### config.mk
export PLATFORM = sky130hd
export DESIGN_NAME = sub_bus_arbiter
export DESIGN_NICKNAME = d
export VERILOG_FILES = /design/src/rtl/sub_arb_pkg.sv /design/src/rtl/sub_arb_fsm.sv /design/src/rtl/sub_arb_align.sv /design/src/rtl/sub_arb_gate.sv /design/src/rtl/sub_bus_arbiter.sv
export SDC_FILE = /design/constraint.sdc
export NUM_CORES = 1
export LEC_CHECK = 0
export BUFFER_PORTS_ARGS = -buffer_cell sky130_fd_sc_hd__buf_2
export CAP_MARGIN = 10
export CORE_MARGIN = 2
export CORE_UTILIZATION = 29
export DETAILED_ROUTE_END_ITERATION = 8
export PLACE_DENSITY = 0.49
export SYNTH_ARGS = -nofsm -noshare
export SYNTH_HDL_FRONTEND = slang
export SYNTH_HIERARCHICAL = 1
export SYNTH_SLANG_ARGS = --single-unit
export TNS_END_PERCENT = 5
### constraint.sdc
create_clock -name clk_i -period 2.8 [get_ports clk_i]
set_clock_uncertainty 0.1 [all_clocks]
set_input_delay 0 -clock clk_i [delete_from_list [all_inputs] [get_ports clk_i]]
set_output_delay 0 -clock clk_i [all_outputs]
set_load 0.005 [all_outputs]
### src/rtl/sub_arb_pkg.sv
package sub_arb_pkg;
  typedef struct packed {
    logic req;   // bus requested
    logic run;   // out of reset
  } arb_state_t;

  localparam arb_state_t ST_ZERO = '{req: 1'b0, run: 1'b0};

  function automatic logic is_running(arb_state_t s);
    return s.run & ~s.req;
  endfunction

  function automatic logic is_granted(arb_state_t s);
    return s.run & s.req;
  endfunction
endpackage

### src/rtl/sub_arb_fsm.sv
module sub_arb_fsm
  import sub_arb_pkg::*;
(
  input  logic clk_i,
  input  logic rst_ni,
  input  logic req_we_i,
  input  logic req_data_i,
  input  logic rst_we_i,
  input  logic rst_data_i,
  output logic grant_o,
  output logic sub_rst_o,
  output logic snd_rst_o,
  output logic restart_evt_o
);
  arb_state_t st_q, mid, nxt;
  logic wake, stop;

  always_comb begin
    mid = st_q;
    if (req_we_i) mid.req = req_data_i;
    nxt  = mid;
    wake = 1'b0;
    stop = 1'b0;
    if (rst_we_i) begin
      if (rst_data_i) begin
        wake    = ~mid.run;
        nxt.run = 1'b1;
      end else begin
        stop    = 1'b1;
        nxt.run = 1'b0;
      end
    end
  end

  assign restart_evt_o = is_running(nxt) & ~is_running(st_q);

  always_ff @(posedge clk_i or negedge rst_ni) begin
    if (!rst_ni) begin
      st_q      <= ST_ZERO;
      grant_o   <= 1'b0;
      sub_rst_o <= 1'b0;
      snd_rst_o <= 1'b0;
    end else begin
      st_q      <= nxt;
      grant_o   <= is_granted(nxt);
      sub_rst_o <= wake;
      snd_rst_o <= wake | stop;
    end
  end


  grant_needs_write_chk: assert property (@(posedge clk_i) disable iff (!rst_ni)
    !$stable(grant_o) |-> $past(req_we_i | rst_we_i));

  sub_rst_pairs_snd_chk: assert property (@(posedge clk_i) disable iff (!rst_ni)
    sub_rst_o |-> snd_rst_o);

  hold_reset_chk: assert property (@(posedge clk_i) disable iff (!rst_ni)
    (rst_we_i && !rst_data_i) |=> (snd_rst_o && !sub_rst_o && !grant_o));

  pulse_needs_write_chk: assert property (@(posedge clk_i) disable iff (!rst_ni)
    !rst_we_i |=> (!sub_rst_o && !snd_rst_o));
endmodule

### src/rtl/sub_arb_align.sv
module sub_arb_align #(
  parameter int CYC_W = 20,
  parameter int ALIGN = 15,
  localparam int OUT_W = CYC_W + 1
) (
  input  logic             clk_i,
  input  logic             rst_ni,
  input  logic             evt_i,
  input  logic [CYC_W-1:0] cyc_i,
  output logic             vld_o,
  output logic [OUT_W-1:0] cyc_o
);
  localparam logic [OUT_W-1:0] DIV  = OUT_W'(ALIGN);
  localparam logic [OUT_W-1:0] BIAS = OUT_W'(ALIGN - 1);

  logic [OUT_W-1:0] sum, quo, rnd;

  always_comb begin
    sum = {1'b0, cyc_i} + BIAS;
    quo = sum / DIV;
    rnd = quo * DIV;
  end

  always_ff @(posedge clk_i or negedge rst_ni) begin
    if (!rst_ni) begin
      vld_o <= 1'b0;
      cyc_o <= '0;
    end else begin
      vld_o <= evt_i;
      if (evt_i) cyc_o <= rnd;
    end
  end


  aligned_mult_chk: assert property (@(posedge clk_i) disable iff (!rst_ni)
    vld_o |-> (cyc_o % DIV) == '0);

  aligned_window_chk: assert property (@(posedge clk_i) disable iff (!rst_ni)
    evt_i |=> (cyc_o >= {1'b0, $past(cyc_i)}) && ((cyc_o - {1'b0, $past(cyc_i)}) < DIV));
endmodule

### src/rtl/sub_arb_gate.sv
module sub_arb_gate #(
  parameter int AW = 16,
  parameter int DW = 8,
  parameter logic [DW-1:0] OPEN_BUS = '1
) (
  input  logic          clk_i,
  input  logic          rst_ni,
  input  logic          grant_i,
  input  logic          host_rd_i,
  input  logic          host_wr_i,
  input  logic [AW-1:0] host_addr_i,
  input  logic [DW-1:0] host_wdata_i,
  output logic [DW-1:0] host_rdata_o,
  output logic          sub_rd_o,
  output logic          sub_wr_o,
  output logic [AW-1:0] sub_addr_o,
  output logic [DW-1:0] sub_wdata_o,
  input  logic [DW-1:0] sub_rdata_i
);
  assign sub_rd_o     = host_rd_i & grant_i;
  assign sub_wr_o     = host_wr_i & grant_i;
  assign sub_addr_o   = host_addr_i;
  assign sub_wdata_o  = host_wdata_i;
  assign host_rdata_o = grant_i ? sub_rdata_i : OPEN_BUS;


  no_access_ungranted_chk: assert property (@(posedge clk_i) disable iff (!rst_ni)
    !grant_i |-> (!sub_rd_o && !sub_wr_o && host_rdata_o == OPEN_BUS));
endmodule

### src/rtl/sub_bus_arbiter.sv
module sub_bus_arbiter #(
  parameter int CYC_W = 20,
  parameter int ALIGN = 15,
  parameter int AW    = 16,
  parameter int DW    = 8,
  parameter logic [DW-1:0] OPEN_BUS = '1
) (
  input  logic             clk_i,
  input  logic             rst_ni,
  input  logic             busreq_we_i,
  input  logic             busreq_data_i,
  input  logic             subrst_we_i,
  input  logic             subrst_data_i,
  input  logic [CYC_W-1:0] mclk_cnt_i,
  input  logic             host_rd_i,
  input  logic             host_wr_i,
  input  logic [AW-1:0]    host_addr_i,
  input  logic [DW-1:0]    host_wdata_i,
  output logic [DW-1:0]    host_rdata_o,
  output logic             sub_rd_o,
  output logic             sub_wr_o,
  output logic [AW-1:0]    sub_addr_o,
  output logic [DW-1:0]    sub_wdata_o,
  input  logic [DW-1:0]    sub_rdata_i,
  output logic             grant_o,
  output logic             sub_rst_o,
  output logic             snd_rst_o,
  output logic             restart_vld_o,
  output logic [CYC_W:0]   restart_cyc_o
);
  logic restart_evt;

  sub_arb_fsm u_fsm (
    .clk_i        (clk_i),
    .rst_ni       (rst_ni),
    .req_we_i     (busreq_we_i),
    .req_data_i   (busreq_data_i),
    .rst_we_i     (subrst_we_i),
    .rst_data_i   (subrst_data_i),
    .grant_o      (grant_o),
    .sub_rst_o    (sub_rst_o),
    .snd_rst_o    (snd_rst_o),
    .restart_evt_o(restart_evt)
  );

  sub_arb_align #(.CYC_W(CYC_W), .ALIGN(ALIGN)) u_align (
    .clk_i (clk_i),
    .rst_ni(rst_ni),
    .evt_i (restart_evt),
    .cyc_i (mclk_cnt_i),
    .vld_o (restart_vld_o),
    .cyc_o (restart_cyc_o)
  );

  sub_arb_gate #(.AW(AW), .DW(DW), .OPEN_BUS(OPEN_BUS)) u_gate (
    .clk_i       (clk_i),
    .rst_ni      (rst_ni),
    .grant_i     (grant_o),
    .host_rd_i   (host_rd_i),
    .host_wr_i   (host_wr_i),
    .host_addr_i (host_addr_i),
    .host_wdata_i(host_wdata_i),
    .host_rdata_o(host_rdata_o),
    .sub_rd_o    (sub_rd_o),
    .sub_wr_o    (sub_wr_o),
    .sub_addr_o  (sub_addr_o),
    .sub_wdata_o (sub_wdata_o),
    .sub_rdata_i (sub_rdata_i)
  );


  restart_not_granted_chk: assert property (@(posedge clk_i) disable iff (!rst_ni)
    restart_vld_o |-> !grant_o);
endmodule

==> flow_summary.ini <==
[status]
status = complete, but fails checks
violations = setup timing

[clock_tree]
cts-buffers-inserted = 3
cts_root_buf = clkbuf_16
clk-insertion-delay-late_ps = 260
cts_buffer_depth = 2
cts_tree = yes
cts.sinks = 27
htree_num_levels = 1
clkTransAtPathRegs_ps = 70

[cells_and_area]
drive_gt1_share_pct = 51.1
layout_commonest_cell = buf_4
fin_nets = 2096
mostFrequentLayoutCells = buf_4 (635), nor2_1 (95), nand2_1 (82)
n_antenna_cell = 0
area_growth_pct = 70.8

[die]
die-area_sq_um = 35700
die_x_um = 189
ioPinCount = 119
start_util_pct = 29.5
core_sq_um = 33600
die_h_um = 189
row_count = 67

[synth]
ys_seq_elements = 27
synth_top_cell_area_share_pct = 6.81
synth_ff_type = dfrtp_1
synth_seq_area_share_pct = 6.81
yosys-top-cells-area = dfrtp_1 (6.8%), fa_1 (6.7%), xnor2_1 (6.3%), a21oi_1 (3.9%), nor2_1 (3.8%)
async_flop_share_pct = 100
synth_area_sq_um = 9930
synth_area_per_cell_sq_um = 7.72
synthDistinctLibCells = 133
syn_inst = 1285
synth_area_leader_cell = dfrtp_1
synth_edf_count = 0
yosys_warnings = 6

[job]
drv_cap = 0

[critical_path]
end_kind = flop
max_stage_delay_ps = 600
reg2reg_to = u_align/cyc_o[13]$_DFFE_PN0P_
crit_fanout = 6
slowest_stage = fa_1
crit_buf_inv = 12
cp.required_ps = 2840
startpoint_type = input port
cp.arrival_ps = 16590
r2r_cells = 5
crit_type = input port to flop
cpMostUsedCell = buf_4
r2r_start = u_fsm/mid[0]$_DFF_PN0_
crit_family = compound AO/OA/AOI/OAI gates
cp.depth = 78
timing.reg2reg.setup_slack_ps = 1060

[global_routing]
grt_overflow = 0
antenna_found_initial = 0
grt_pass1_vias = 12567
grt_pass1_wl_um = 65100
grt_max_degree = 28
grt_usage_pct = 22.2

[worst_hold_path]
hold_start = busreq_we_i
hold_class = input port to flop
hold_depth = 3
holdPathEnd = u_fsm/grant_o$_DFF_PN0_

[timing]
fmax_mhz = 60.4
drv_slew = 0
setup_viol = 21
worst_slew_pin_slew_ps = 860
rsz0062_at_grt = yes
fin_crit_ps = 16550
setup_slack_ps = -13750
tns_ps = -263230
hold_viol = 0
fin_crit_sh_pct = 591
slew_headroom_pct = 42.1

[route]
remaining_drc_errors = 0
avgViaCountPerCell = 5.26
wl_per_cell_um = 17.0
first_pass_iters = 5
drtIter0Drc = 717
vias = 12728
ant_nets = 0
drt-total-wl_um = 41200

[placement]
io_buffers = 70
place.gp.congestion = 0.933
dp_hpwl_um = 34400
## logic make-up (layout without fill, tap and decap cells)
logic type               Yosys count  count (layout)  share of synthesized area, %
AO/OA/AOI/OAI                    446             447                          34.4
multiplexers                      43              43                          4.83
buffers and inverters            126             811                          6.35
XOR/XNOR                         109             109                          10.3
flip-flops                        27              27                          6.81
other                              2               4                        0.0757
AND/OR/NAND/NOR                  471             472                          27.0
adder cells (fa/ha/maj)           61              61                          10.2
## cell type report
type	instances	area [sq um]
inverter	65	249
tap	448	561
multi-input combinational	1136	9870
fill	3232	16700
timing repair buffer	742	5510
clock buffer	3	75.1
clock inverter	1	7.51
sequential	27	676
## synthesized netlist by cell type (18+ instances only)
cell and n:
mux2_2 24, nor4_1 19, fa_1 33, a21oi_1 78, nand4_1 28, xor2_1 32
nor3_1 38, inv_1 60, buf_2 18, o211ai_1 25, o21ai_1 22, ha_1 28
nand3_1 43, xnor2_1 71, buf_4 28, nor2_1 101, nand2_1 86, and2_1 27
a21o_1 20, dfrtp_1 27, o21ai_0 47
## routing by layer
layer / share of wire [%] / vias to the layer above / routed length [um] / global-route usage [%]
met4: 2.4 / 0 / 996 / 5.65
met2: 48 / 359 / 20000 / 38.2
met3: 4.6 / 60 / 1910 / 2.11
li1: - / 6270 / - / -
met1: 44 / 6039 / 18300 / 29.7
met5: 0 / - / 0 / 0
## worst reg2reg max path: stages (launching register included)
cell	delay, ps
dfrtp_1	400
and3b_1	260
a31oi_1	60
o21ai_2	110
buf_4	310
mux2_2	380
## flip-flops by register name, summed over array words and instances, names as in the netlist
name	cells
u_fsm/snd_rst_o	1
u_align/vld_o	1
u_fsm/sub_rst_o	1
u_fsm/st_q	1
u_fsm/mid	1
u_align/cyc_o	21
u_fsm/grant_o	1
## worst max path at each step
stage / start / end
2_1_floorplan: mclk_cnt_i[1] / u_align/cyc_o[19]$_DFFE_PN0P_
4_1_cts: mclk_cnt_i[1] / u_align/cyc_o[19]$_DFFE_PN0P_
3_5_place_dp: mclk_cnt_i[1] / u_align/cyc_o[19]$_DFFE_PN0P_
3_3_place_gp: mclk_cnt_i[1] / u_align/cyc_o[19]$_DFFE_PN0P_
6_report: mclk_cnt_i[2] / u_align/cyc_o[20]$_DFFE_PN0P_
5_1_grt: mclk_cnt_i[2] / u_align/cyc_o[20]$_DFFE_PN0P_
## through the flow
stage	cells	cell area [sq um]	hold WS (ps)	setup WS [ps]	util, %
after floorplan	1287	10400	-396	-13370	-
after global placement	2351	15500	-100	-14340	46.1
after detailed placement	2351	15500	-100	-14440	46.1
after CTS	2390	16200	43.1	-13570	48.2
after global routing	2422	16900	77.0	-14570	50.4
final	2422	16900	46.1	-13750	50.4
## timing repair
| item | 4_1_cts | 5_1_grt |
|---|---|---|
| hold endpoints to repair | 55 | 0 |
| resized for setup | 55 | 90 |
| cloned | 1 | 1 |
| hold buffers | 30 | 0 |
| pin swaps | 26 | 78 |
| setup endpoints to repair | 21 | 21 |
| buffers inserted | 4 | 31 |
Power is left out: the tool's default activity adds up to more than one toggle a clock period on the data nets, which glitch-free logic cannot reach.
